### config.mk
export PLATFORM = sky130hd
export DESIGN_NAME = spicmd_engine
export DESIGN_NICKNAME = d
export VERILOG_FILES = /design/src/rtl/spicmd_pkg.sv /design/src/rtl/spicmd_regs.sv /design/src/rtl/spicmd_tick.sv /design/src/rtl/spicmd_seq.sv /design/src/rtl/spicmd_engine.sv
export SDC_FILE = /design/constraint.sdc
export NUM_CORES = 1
export LEC_CHECK = 0
export BUFFER_PORTS_ARGS = -buffer_cell sky130_fd_sc_hd__buf_2
export CORE_MARGIN = 4
export CORE_UTILIZATION = 56
export DETAILED_ROUTE_END_ITERATION = 7
export MAX_ROUTING_LAYER = met4
export PLACE_DENSITY_LB_ADDON = 0.12
export SETUP_SLACK_MARGIN = 0.4
export SLEW_MARGIN = 20
export SYNTH_ARGS = -nofsm -noshare
export SYNTH_HDL_FRONTEND = slang
export SYNTH_SLANG_ARGS = --single-unit
export TNS_END_PERCENT = 5
### constraint.sdc
create_clock -name clk -period 2.3 [get_ports clk]
set_input_delay 0.345 -clock clk [delete_from_list [all_inputs] [get_ports clk]]
set_output_delay 0.345 -clock clk [all_outputs]
set_load 0.005 [all_outputs]
### src/rtl/spicmd_pkg.sv
package spicmd_pkg;
  localparam int BYTE_W   = 8;
  localparam int OFS_W    = 3;
  localparam int TX_BYTES = 5;
  localparam int RX_BYTES = 3;
  localparam int TX_W     = TX_BYTES * BYTE_W;
  localparam int RX_W     = RX_BYTES * BYTE_W;
  localparam int CNT_W    = $clog2(TX_W + RX_W + 1);
  localparam int BYTE_SH  = $clog2(BYTE_W);

  localparam logic [3:0]       START_KEY = 4'h5;
  localparam logic [OFS_W-1:0] OFS_CTRL  = 3'd0;
  localparam logic [OFS_W-1:0] OFS_RES0  = 3'd5;
  localparam logic [OFS_W-1:0] OFS_RES1  = 3'd6;
  localparam logic [OFS_W-1:0] OFS_TAIL  = 3'd7;

  typedef enum logic [1:0] {ST_IDLE, ST_SHIFT, ST_HOLD, ST_DONE} seq_state_e;

  // outgoing byte count for a length code
  function automatic logic [2:0] wlen_bytes(input logic [1:0] code);
    case (code)
      2'd0:    return 3'd1;
      2'd1:    return 3'd2;
      2'd2:    return 3'd4;
      default: return 3'd5;
    endcase
  endfunction

  // register offset that backs each transmit slot
  function automatic logic [OFS_W-1:0] slot_ofs(input int g);
    case (g)
      0:       return 3'd1;
      1:       return 3'd2;
      2:       return 3'd3;
      3:       return 3'd4;
      default: return OFS_TAIL;
    endcase
  endfunction
endpackage

### src/rtl/spicmd_regs.sv
module spicmd_regs
  import spicmd_pkg::*;
(
  input  logic                             clk,
  input  logic                             rst_n,
  input  logic [OFS_W-1:0]                 host_addr,
  input  logic [BYTE_W-1:0]                host_wdata,
  input  logic                             host_wr,
  input  logic                             busy,
  input  logic [RX_BYTES-1:0][BYTE_W-1:0]  rx_bytes,
  output logic [BYTE_W-1:0]                host_rdata,
  output logic                             start,
  output logic [1:0]                       wl_code,
  output logic [1:0]                       rd_cnt,
  output logic [TX_W-1:0]                  tx_frame
);
  logic              wr_ok;
  logic [BYTE_W-1:0] slot_q [TX_BYTES];

  assign wr_ok = host_wr && !busy;

  for (genvar g = 0; g < TX_BYTES; g++) begin : g_slot
    logic hit;
    assign hit = wr_ok && (host_addr == slot_ofs(g));
    always_ff @(posedge clk or negedge rst_n) begin
      if (!rst_n)   slot_q[g] <= '0;
      else if (hit) slot_q[g] <= host_wdata;
    end
  end

  assign start    = wr_ok && (host_addr == OFS_CTRL) && (host_wdata[7:4] == START_KEY);
  assign wl_code  = host_wdata[1:0];
  assign rd_cnt   = host_wdata[3:2];

  // wire order: command, then address high..low (slots 3,2,1), then tail
  always_comb begin
    case (wl_code)
      2'd0:    tx_frame = {slot_q[0], {(TX_W-BYTE_W){1'b0}}};
      2'd1:    tx_frame = {slot_q[0], slot_q[4], {(TX_W-2*BYTE_W){1'b0}}};
      2'd2:    tx_frame = {slot_q[0], slot_q[3], slot_q[2], slot_q[1], {BYTE_W{1'b0}}};
      default: tx_frame = {slot_q[0], slot_q[3], slot_q[2], slot_q[1], slot_q[4]};
    endcase
  end

  always_comb begin
    case (host_addr)
      OFS_CTRL: host_rdata = {busy, {(BYTE_W-1){1'b0}}};
      3'd1:     host_rdata = slot_q[0];
      3'd2:     host_rdata = slot_q[1];
      3'd3:     host_rdata = slot_q[2];
      3'd4:     host_rdata = slot_q[3];
      OFS_RES0: host_rdata = rx_bytes[0];
      OFS_RES1: host_rdata = rx_bytes[1];
      default:  host_rdata = rx_bytes[2];
    endcase
  end
endmodule

### src/rtl/spicmd_tick.sv
module spicmd_tick #(
  parameter int HALF_DIV = 3
) (
  input  logic clk,
  input  logic rst_n,
  input  logic en,
  output logic tick
);
  localparam int CW = (HALF_DIV > 1) ? $clog2(HALF_DIV) : 1;
  localparam logic [CW-1:0] LAST = CW'(HALF_DIV - 1);

  logic [CW-1:0] cnt_q, cnt_d;

  assign tick = en && (cnt_q == LAST);

  always_comb begin
    if (!en || tick) cnt_d = '0;
    else             cnt_d = cnt_q + 1'b1;
  end

  always_ff @(posedge clk or negedge rst_n) begin
    if (!rst_n) cnt_q <= '0;
    else        cnt_q <= cnt_d;
  end
endmodule

### src/rtl/spicmd_seq.sv
module spicmd_seq
  import spicmd_pkg::*;
(
  input  logic                             clk,
  input  logic                             rst_n,
  input  logic                             start,
  input  logic [1:0]                       wl_code,
  input  logic [1:0]                       rd_cnt,
  input  logic [TX_W-1:0]                  tx_frame,
  input  logic                             tick,
  input  logic                             miso,
  output logic                             busy,
  output logic                             run,
  output logic                             cs_n,
  output logic                             sck,
  output logic                             mosi,
  output logic [RX_BYTES-1:0][BYTE_W-1:0]  rx_bytes
);
  seq_state_e                       state_q, state_d;
  logic                             sck_q, sck_d, cs_n_q, cs_n_d;
  logic [TX_W-1:0]                  tx_q, tx_d;
  logic [CNT_W-1:0]                 bcnt_q, bcnt_d, wbits_q, wbits_d, tbits_q, tbits_d;
  logic [RX_BYTES-1:0][BYTE_W-1:0]  rx_q, rx_d;
  logic [CNT_W-1:0]                 rdiff;
  logic [1:0]                       ridx;

  assign rdiff = bcnt_q - wbits_q;
  assign ridx  = rdiff[BYTE_SH +: 2];

  always_comb begin
    state_d = state_q;
    sck_d   = sck_q;
    tx_d    = tx_q;
    bcnt_d  = bcnt_q;
    wbits_d = wbits_q;
    tbits_d = tbits_q;
    rx_d    = rx_q;
    case (state_q)
      ST_IDLE: if (start) begin
        state_d = ST_SHIFT;
        sck_d   = 1'b0;
        tx_d    = tx_frame;
        bcnt_d  = '0;
        wbits_d = CNT_W'(wlen_bytes(wl_code)) << BYTE_SH;
        tbits_d = (CNT_W'(wlen_bytes(wl_code)) + CNT_W'(rd_cnt)) << BYTE_SH;
        rx_d    = '0;
      end
      ST_SHIFT: if (tick) begin
        if (!sck_q) begin
          sck_d = 1'b1;
          if (bcnt_q >= wbits_q) rx_d[ridx] = {rx_q[ridx][BYTE_W-2:0], miso};
        end else begin
          sck_d = 1'b0;
          if (bcnt_q == tbits_q - 1'b1) begin
            state_d = ST_HOLD;
          end else begin
            bcnt_d = bcnt_q + 1'b1;
            tx_d   = tx_q << 1;
          end
        end
      end
      ST_HOLD: if (tick) state_d = ST_DONE;
      default: state_d = ST_IDLE;
    endcase
    cs_n_d = (state_d == ST_IDLE) || (state_d == ST_DONE);
  end

  always_ff @(posedge clk or negedge rst_n) begin
    if (!rst_n) begin
      state_q <= ST_IDLE;
      sck_q   <= 1'b0;
      cs_n_q  <= 1'b1;
      tx_q    <= '0;
      bcnt_q  <= '0;
      wbits_q <= '0;
      tbits_q <= '0;
      rx_q    <= '0;
    end else begin
      state_q <= state_d;
      sck_q   <= sck_d;
      cs_n_q  <= cs_n_d;
      tx_q    <= tx_d;
      bcnt_q  <= bcnt_d;
      wbits_q <= wbits_d;
      tbits_q <= tbits_d;
      rx_q    <= rx_d;
    end
  end

  assign busy     = (state_q != ST_IDLE);
  assign run      = (state_q == ST_SHIFT) || (state_q == ST_HOLD);
  assign cs_n     = cs_n_q;
  assign sck      = sck_q;
  assign mosi     = tx_q[TX_W-1];
  assign rx_bytes = rx_q;
endmodule

### src/rtl/spicmd_engine.sv
module spicmd_engine
  import spicmd_pkg::*;
#(
  parameter int HALF_DIV = 3
) (
  input  logic        clk,
  input  logic        rst_n,
  input  logic [2:0]  host_addr,
  input  logic [7:0]  host_wdata,
  input  logic        host_wr,
  output logic [7:0]  host_rdata,
  output logic        spi_cs_n,
  output logic        spi_sck,
  output logic        spi_mosi,
  input  logic        spi_miso
);
  logic                             busy, run, tick, start;
  logic [1:0]                       wl_code, rd_cnt;
  logic [TX_W-1:0]                  tx_frame;
  logic [RX_BYTES-1:0][BYTE_W-1:0]  rx_bytes;

  spicmd_regs u_regs (
    .clk(clk), .rst_n(rst_n), .host_addr(host_addr), .host_wdata(host_wdata),
    .host_wr(host_wr), .busy(busy), .rx_bytes(rx_bytes), .host_rdata(host_rdata),
    .start(start), .wl_code(wl_code), .rd_cnt(rd_cnt), .tx_frame(tx_frame)
  );

  spicmd_tick #(.HALF_DIV(HALF_DIV)) u_tick (
    .clk(clk), .rst_n(rst_n), .en(run), .tick(tick)
  );

  spicmd_seq u_seq (
    .clk(clk), .rst_n(rst_n), .start(start), .wl_code(wl_code), .rd_cnt(rd_cnt),
    .tx_frame(tx_frame), .tick(tick), .miso(spi_miso), .busy(busy), .run(run),
    .cs_n(spi_cs_n), .sck(spi_sck), .mosi(spi_mosi), .rx_bytes(rx_bytes)
  );
endmodule

Yosys cells after proc, flatten, opt, wreduce, memory -nomap -nowiden
Cells that the tools add are included.
{"block": "word_totals", "regBits": 124, "latchBits": 0, "ramBits": 0, "mem_bits_ro": 0, "input_bits": 15, "wordCells": 106, "memories": 0}
{"block": "op_classes", "add_sub_neg": 5, "n_mul": 0, "div_mod_pow": 0, "n_lt_le_gt_ge": 3, "eq_ne": 21, "n_shift": 0, "mux": 36, "n_bitwise": 0, "n_reduce_logical": 25}
{"operator": "40-bit two-way mux", "count": 4}
{"operator": "24-bit two-way mux", "count": 4}
{"operator": "32-bit one-hot mux with 3 select lines", "count": 1}
{"operator": "40-bit one-hot mux with 2 select lines", "count": 1}
{"operator": "8-bit one-hot mux with 7 select lines", "count": 1}
{"operator": "24-bit one-hot mux with 2 select lines", "count": 1}
{"operator": "7-bit two-way mux", "count": 5}
{"operator": "24-bit bitwise mux", "count": 1}
{"operator": "8-bit binary-select mux with 2-bit select", "count": 1}
{"operator": "8-bit demux with 2-bit select", "count": 1}
{"operator": "7-bit one-hot mux with 2 select lines", "count": 1}
{"operator": "3-bit == test (second input constant)", "count": 4}
{"operator": "2-bit two-way mux", "count": 6}
{"operator": "1-bit logical AND", "count": 10}
{"operator": "5-bit AND reduction", "count": 2}
{"operator": "3-bit one-hot mux with 3 select lines", "count": 1}
{"operator": "2-bit == test (second input constant)", "count": 4}
{"operator": "8-bit two-way mux", "count": 1}
{"operator": "2-bit != test (second input constant)", "count": 4}
{"operator": "7-bit by 1-bit adder with 7-bit output (second input constant)", "count": 1}
{"operator": "7-bit == test", "count": 1}
{"operator": "7-bit by 6-bit greater-or-equal comparator with 1-bit output", "count": 1}
{"operator": "7-bit by 1-bit subtractor with 7-bit output (second input constant)", "count": 1}
{"operator": "3-bit by 2-bit == test with 1-bit output (second input constant)", "count": 2}
{"operator": "other kinds (20)", "count": 31}

Logic depth before layout (Yosys ltp)
{"block": "depth", "depth_word": 10, "mapped_depth": 11, "depth_no_buf": 9}

Hierarchy
From an unflattened synthesis, not the netlist that was laid out.
{"block": "unflattened", "hier_cells": 793, "hier_area_um2": 7579.8}
{"mod": "spicmd_seq", "n_inst": 1, "cells_each": 570, "area_each_um2": 5053.6}
{"mod": "spicmd_regs", "n_inst": 1, "cells_each": 216, "area_each_um2": 2428.6}
{"mod": "spicmd_tick", "n_inst": 1, "cells_each": 7, "area_each_um2": 97.6}

Worst setup path after synthesis
OpenSTA, ideal clock, no wires.
{"block": "synth_path", "path_kind": "register to register", "from": "register u_seq.state_q[0]", "to": "register u_seq.bcnt_q[3]", "arrival_time_ns": 2.220, "t_required_ns": 2.234, "slack_ns": 0.014, "path_stages_with_launch": 11, "n_path_buf": 2, "synth_period_minus_slack_ns": 2.286, "path_cell_list": "dfrtp_1 -> inv_1 -> ha_1 -> clkbuf_1 -> and4bb_1 -> a32oi_1 -> a21oi_2 -> o21ai_2 -> buf_6 -> or4_1 -> nand2_1"}
{"block": "synth_via", "elab_chain_cells": 7, "elab_cells_between_ends": 17}
{"element": "start, declared", "line": "spicmd_seq.sv:19", "source": "seq_state_e state_q, state_d;"}
{"element": "start signal, assigned", "line": "spicmd_seq.sv:79", "source": "state_q <= state_d;"}
{"element": "2-bit nonzero test", "line": "spicmd_seq.sv:90", "source": "assign busy = (state_q != ST_IDLE);"}
{"element": "1-bit logical NOT", "line": "spicmd_regs.sv:20", "source": "assign wr_ok = host_wr && !busy;"}
{"element": "1-bit logical AND", "line": "spicmd_regs.sv:20"}
{"element": "1-bit logical AND (2 in series)", "line": "spicmd_regs.sv:31", "source": "assign start = wr_ok && (host_addr == OFS_CTRL) && (host_wdata[7:4] == START_KEY);"}
{"element": "2-bit != test (no source line)"}
{"element": "5-bit AND reduction (no source line)"}
{"element": "end signal, assigned", "line": "spicmd_seq.sv:83", "source": "bcnt_q <= bcnt_d;"}
{"element": "end, declared", "line": "spicmd_seq.sv:22", "source": "logic [CNT_W-1:0] bcnt_q, bcnt_d, wbits_q, wbits_d, tbits_q, tbits_d;"}
Several ways; a longest one is shown, not always the timed one.
A chain may end at the register's enable or synchronous reset.

Worst setup path in the final report
{"block": "layout_path", "from": "register u_seq.state_q[1]", "to": "output host_rdata[7]"}
{"block": "layout_via", "elab_chain_cells": 2}
{"element": "2-bit nonzero test", "line": "spicmd_seq.sv:90"}
{"element": "8-bit one-hot mux with 7 select lines", "line": "spicmd_regs.sv:46", "source": "case (host_addr)"}
{"element": "end, declared", "line": "spicmd_engine.sv:11", "source": "output logic [7:0] host_rdata,"}
No other way between the ends.

==> impl_results.md <==
* Synth top cells by count: dfrtp_1 (123), nand2_1 (54), mux2_2 (49)
* Multi-input logic area at 0.00344 mm²
* Post-synth cell types at 53
* WS Path Type: reg -> out
* Post-synthesis register bit count at 124
* Min Tclk post-route at 2.50 ns
* Final worst path period share at 109%
* Final hold vios at 0
* CTS Sinks at between 100 and 150
* Synthesized area at between 0.006 and 0.007 mm²
* H-tree Lvls at 4
* Pre-CTS setup slack at -0.0226 ns
* Ys flop type: dfrtp_1
* Min-delay worst type: in -> reg
* Final Power at between 8 and 9 mW
* CTS tree: done
* Nets at 684
* DR vias at 5079
* Max Clk Rate at 400 MHz
* CP Capture Type: output port
* CP arrival at 2.15 ns
* CTS root buf: clkbuf_8
* Max Cap Violations at 0
* Cells after DPL at 748
* CTS clk-pin slew, worst paths at roughly 0.05 ns
* Gr ovfl total at 0
* Pwr Density at around 1100 mW/mm²
* Worst R2R Setup Slack at about 0.030 ns
* Final worst slack at -0.200 ns
* Worst-path fanout max at 2
* I/O Pins at 26
* Post-detail-place hpwl at 11200 µm
* All-Layer GR Usage at 28.3%
* Dpl cell area at roughly 0.0068 mm²
* Synthesized area per cell at 10.8 µm²
* Total CTS buffers at 17
* Sequential share of the synthesized area at 49.6%
* Slew Viols, Final at 0
* Core Area at 0.0109 mm²
* Yosys warns at 0
* First-pass GRT wire length at between 20000 and 30000 µm
* Layout Cells excl Fill at 801
* Post-synth EDFFs at 0
* Rows at 38
* Die W at between 100 and 150 µm
* Clk_skew at 0.00748 ns
* Cell taking the most area after synthesis: dfrtp_1
* Clock latency on the worst-skew pair at 0.53 ns
* Total negative slack at -0.200 ns
* Via density at 6.34
* DR WL/cell at ~22 µm
* Slew HR at 63.6%
* Area contributors post-synth: dfrtp_1 (49%), mux2_2 (8.8%), o21ai_0 (3.7%)
* Iter 0 DRT Violations at about 420
* Full die area at 0.0129 mm²
* Die Y at ~110 µm
* Fin area at ~0.0082 mm²
* Post-synth top area share at 49.2%
* Syn nets at 616
* Top-count cell post-synth: dfrtp_1
* Starting Density at 57.4%
* Layout area overhead at 31.4%
* Largest net degree at the start of global routing at 54
* Total Wirelength at 17800 µm
* Leakage at approximately 3.6 nW
* Peak VDD IR at slightly below 900 µV
* Layout cells sized above 1 at around two fifths
* Synth async-reset ratio at 100%
* Final GP Congestion at 0.890
* CP Data Required Time at 1.96 ns
* Number of diodes at 0
* Violated checks: setup timing
* Unrepaired setup endpoints after global routing: yes
* Final antenna-violating net count at 0
* Worst slew pin tran at ~0.54 ns
* Final-report setup violation count at 1
* Vias in the first global route at 4900
* Initial antenna violation count at 0
* Register area at slightly above 0.003 mm²
* Filler cells at 694
* Synthesized instance count at 581
* Startpoint types: register
* Max Root-Sink Buffers at 2
* Residual DRC count at 0
* First drt pass iteration count at 5
* Port Buf Inserts at 25
* Status: finished, violations left
-- what timing repair did --
item,4_1_cts,5_1_grt
resized for setup,87,90
pin swaps,58,73
endpoints found under the setup margin,90,110
buffers inserted,9,7
hold buffers,1,0
hold endpoints to repair,29,0
gates cloned,2,3
-- power by group --
part / internal, mW / switching (mW) / total, mW
Sequential: 2.90 / 0.817 / 3.72
Clock: 1.70 / 0.915 / 2.62
Combinational: 1.30 / 1.13 / 2.44
-- sequential cells by signal (all words and copies together), names as in the netlist --
| register | cells |
|---|---|
| u_regs.slot_q | 40 |
| u_seq.bcnt_q | 7 |
| u_seq.cs_n | 1 |
| u_seq.rx_bytes | 24 |
| u_seq.sck | 1 |
| u_seq.state_q | 2 |
| u_seq.tbits_q | 4 |
| u_seq.tx_q | 40 |
| u_seq.wbits_q | 3 |
| u_tick.cnt_q | 2 |
-- worst max-delay path: stages (launching register included) --
cell and delay [ns]:
dfrtp_1 0.40, inv_2 0.09, ha_4 0.14, buf_6 0.12, inv_6 0.03, mux4_2 0.44
mux2_4 0.30, buf_6 0.12
-- cells in the final DEF, fill, tap and decap left out, types with 5 or more instances in the layout --
cell type	n
a21oi_1	35
a21oi_2	6
a221o_1	7
a22o_1	24
a22oi_1	10
and3_1	17
buf_12	5
buf_2	23
buf_4	38
buf_6	13
clkbuf_16	19
clkbuf_8	7
dfrtp_1	123
ha_1	14
inv_1	14
inv_2	5
mux2_2	45
mux4_2	6
nand2_1	29
nand2_2	13
nand2_4	11
nand2b_1	6
nand3_1	9
nor2_1	8
nor2b_1	6
o21ai_0	19
o21ai_1	13
o21ai_2	16
o22ai_1	15
o22ai_2	7
-- metrics by stage --
step / utilization [%] / hold slack [ns]
floorplan: - / 0.0494
global placement: 62.0 / 0.321
finish: 75.5 / 0.0772
detailed placement: 62.0 / 0.324
CTS: 70.9 / 0.0620
global route: 75.5 / 0.0673
-- layer usage --
| metal | track usage (%) | wire, µm |
|---|---|---|
| met1 | 38.2 | 7600 |
| met2 | 41.7 | 8640 |
| met3 | 6.47 | 965 |
| met4 | 11.1 | 555 |
| met5 | - | 0 |
-- cell type report --
type                            instances  share of cell area, %
Sequential cell                       124                   37.8
Multi-Input combinational cell        398                   41.8
Inverter                               20                  0.975
Clock inverter                          6                   1.01
Tap cell                              140                   2.13
Timing Repair Buffer                   88                   10.1
Clock buffer                           25                   6.14
-- worst paths after layout --
path | start | endpoint | cells past startpoint
worst max register to register | u_seq.state_q[1] | u_seq.bcnt_q[4] | 10
min in group asynchronous | rst_n | u_seq.tx_q[28] | 2
worst min register to register | u_tick.cnt_q[0] | u_tick.cnt_q[0] | 1
worst min-delay path | spi_miso | u_seq.rx_bytes[8] | 2
max in group asynchronous | rst_n | u_regs.slot_q[19] | 3
worst max-delay path | u_seq.state_q[1] | host_rdata[7] | 7
-- kinds of logic (layout without fill, tap and decap cells) --
family / after synthesis / after routing / synth area share (%)
compound gates: 178 / 178 / 18.4
xor+xnor: 8 / 8 / 1.12
buf+inv: 59 / 139 / 4.08
mux: 59 / 59 / 11.6
simple gates: 133 / 133 / 10.9
fa+ha+maj: 20 / 20 / 4.24
flops: 124 / 124 / 49.6
(Power assumes the default switching activity.)
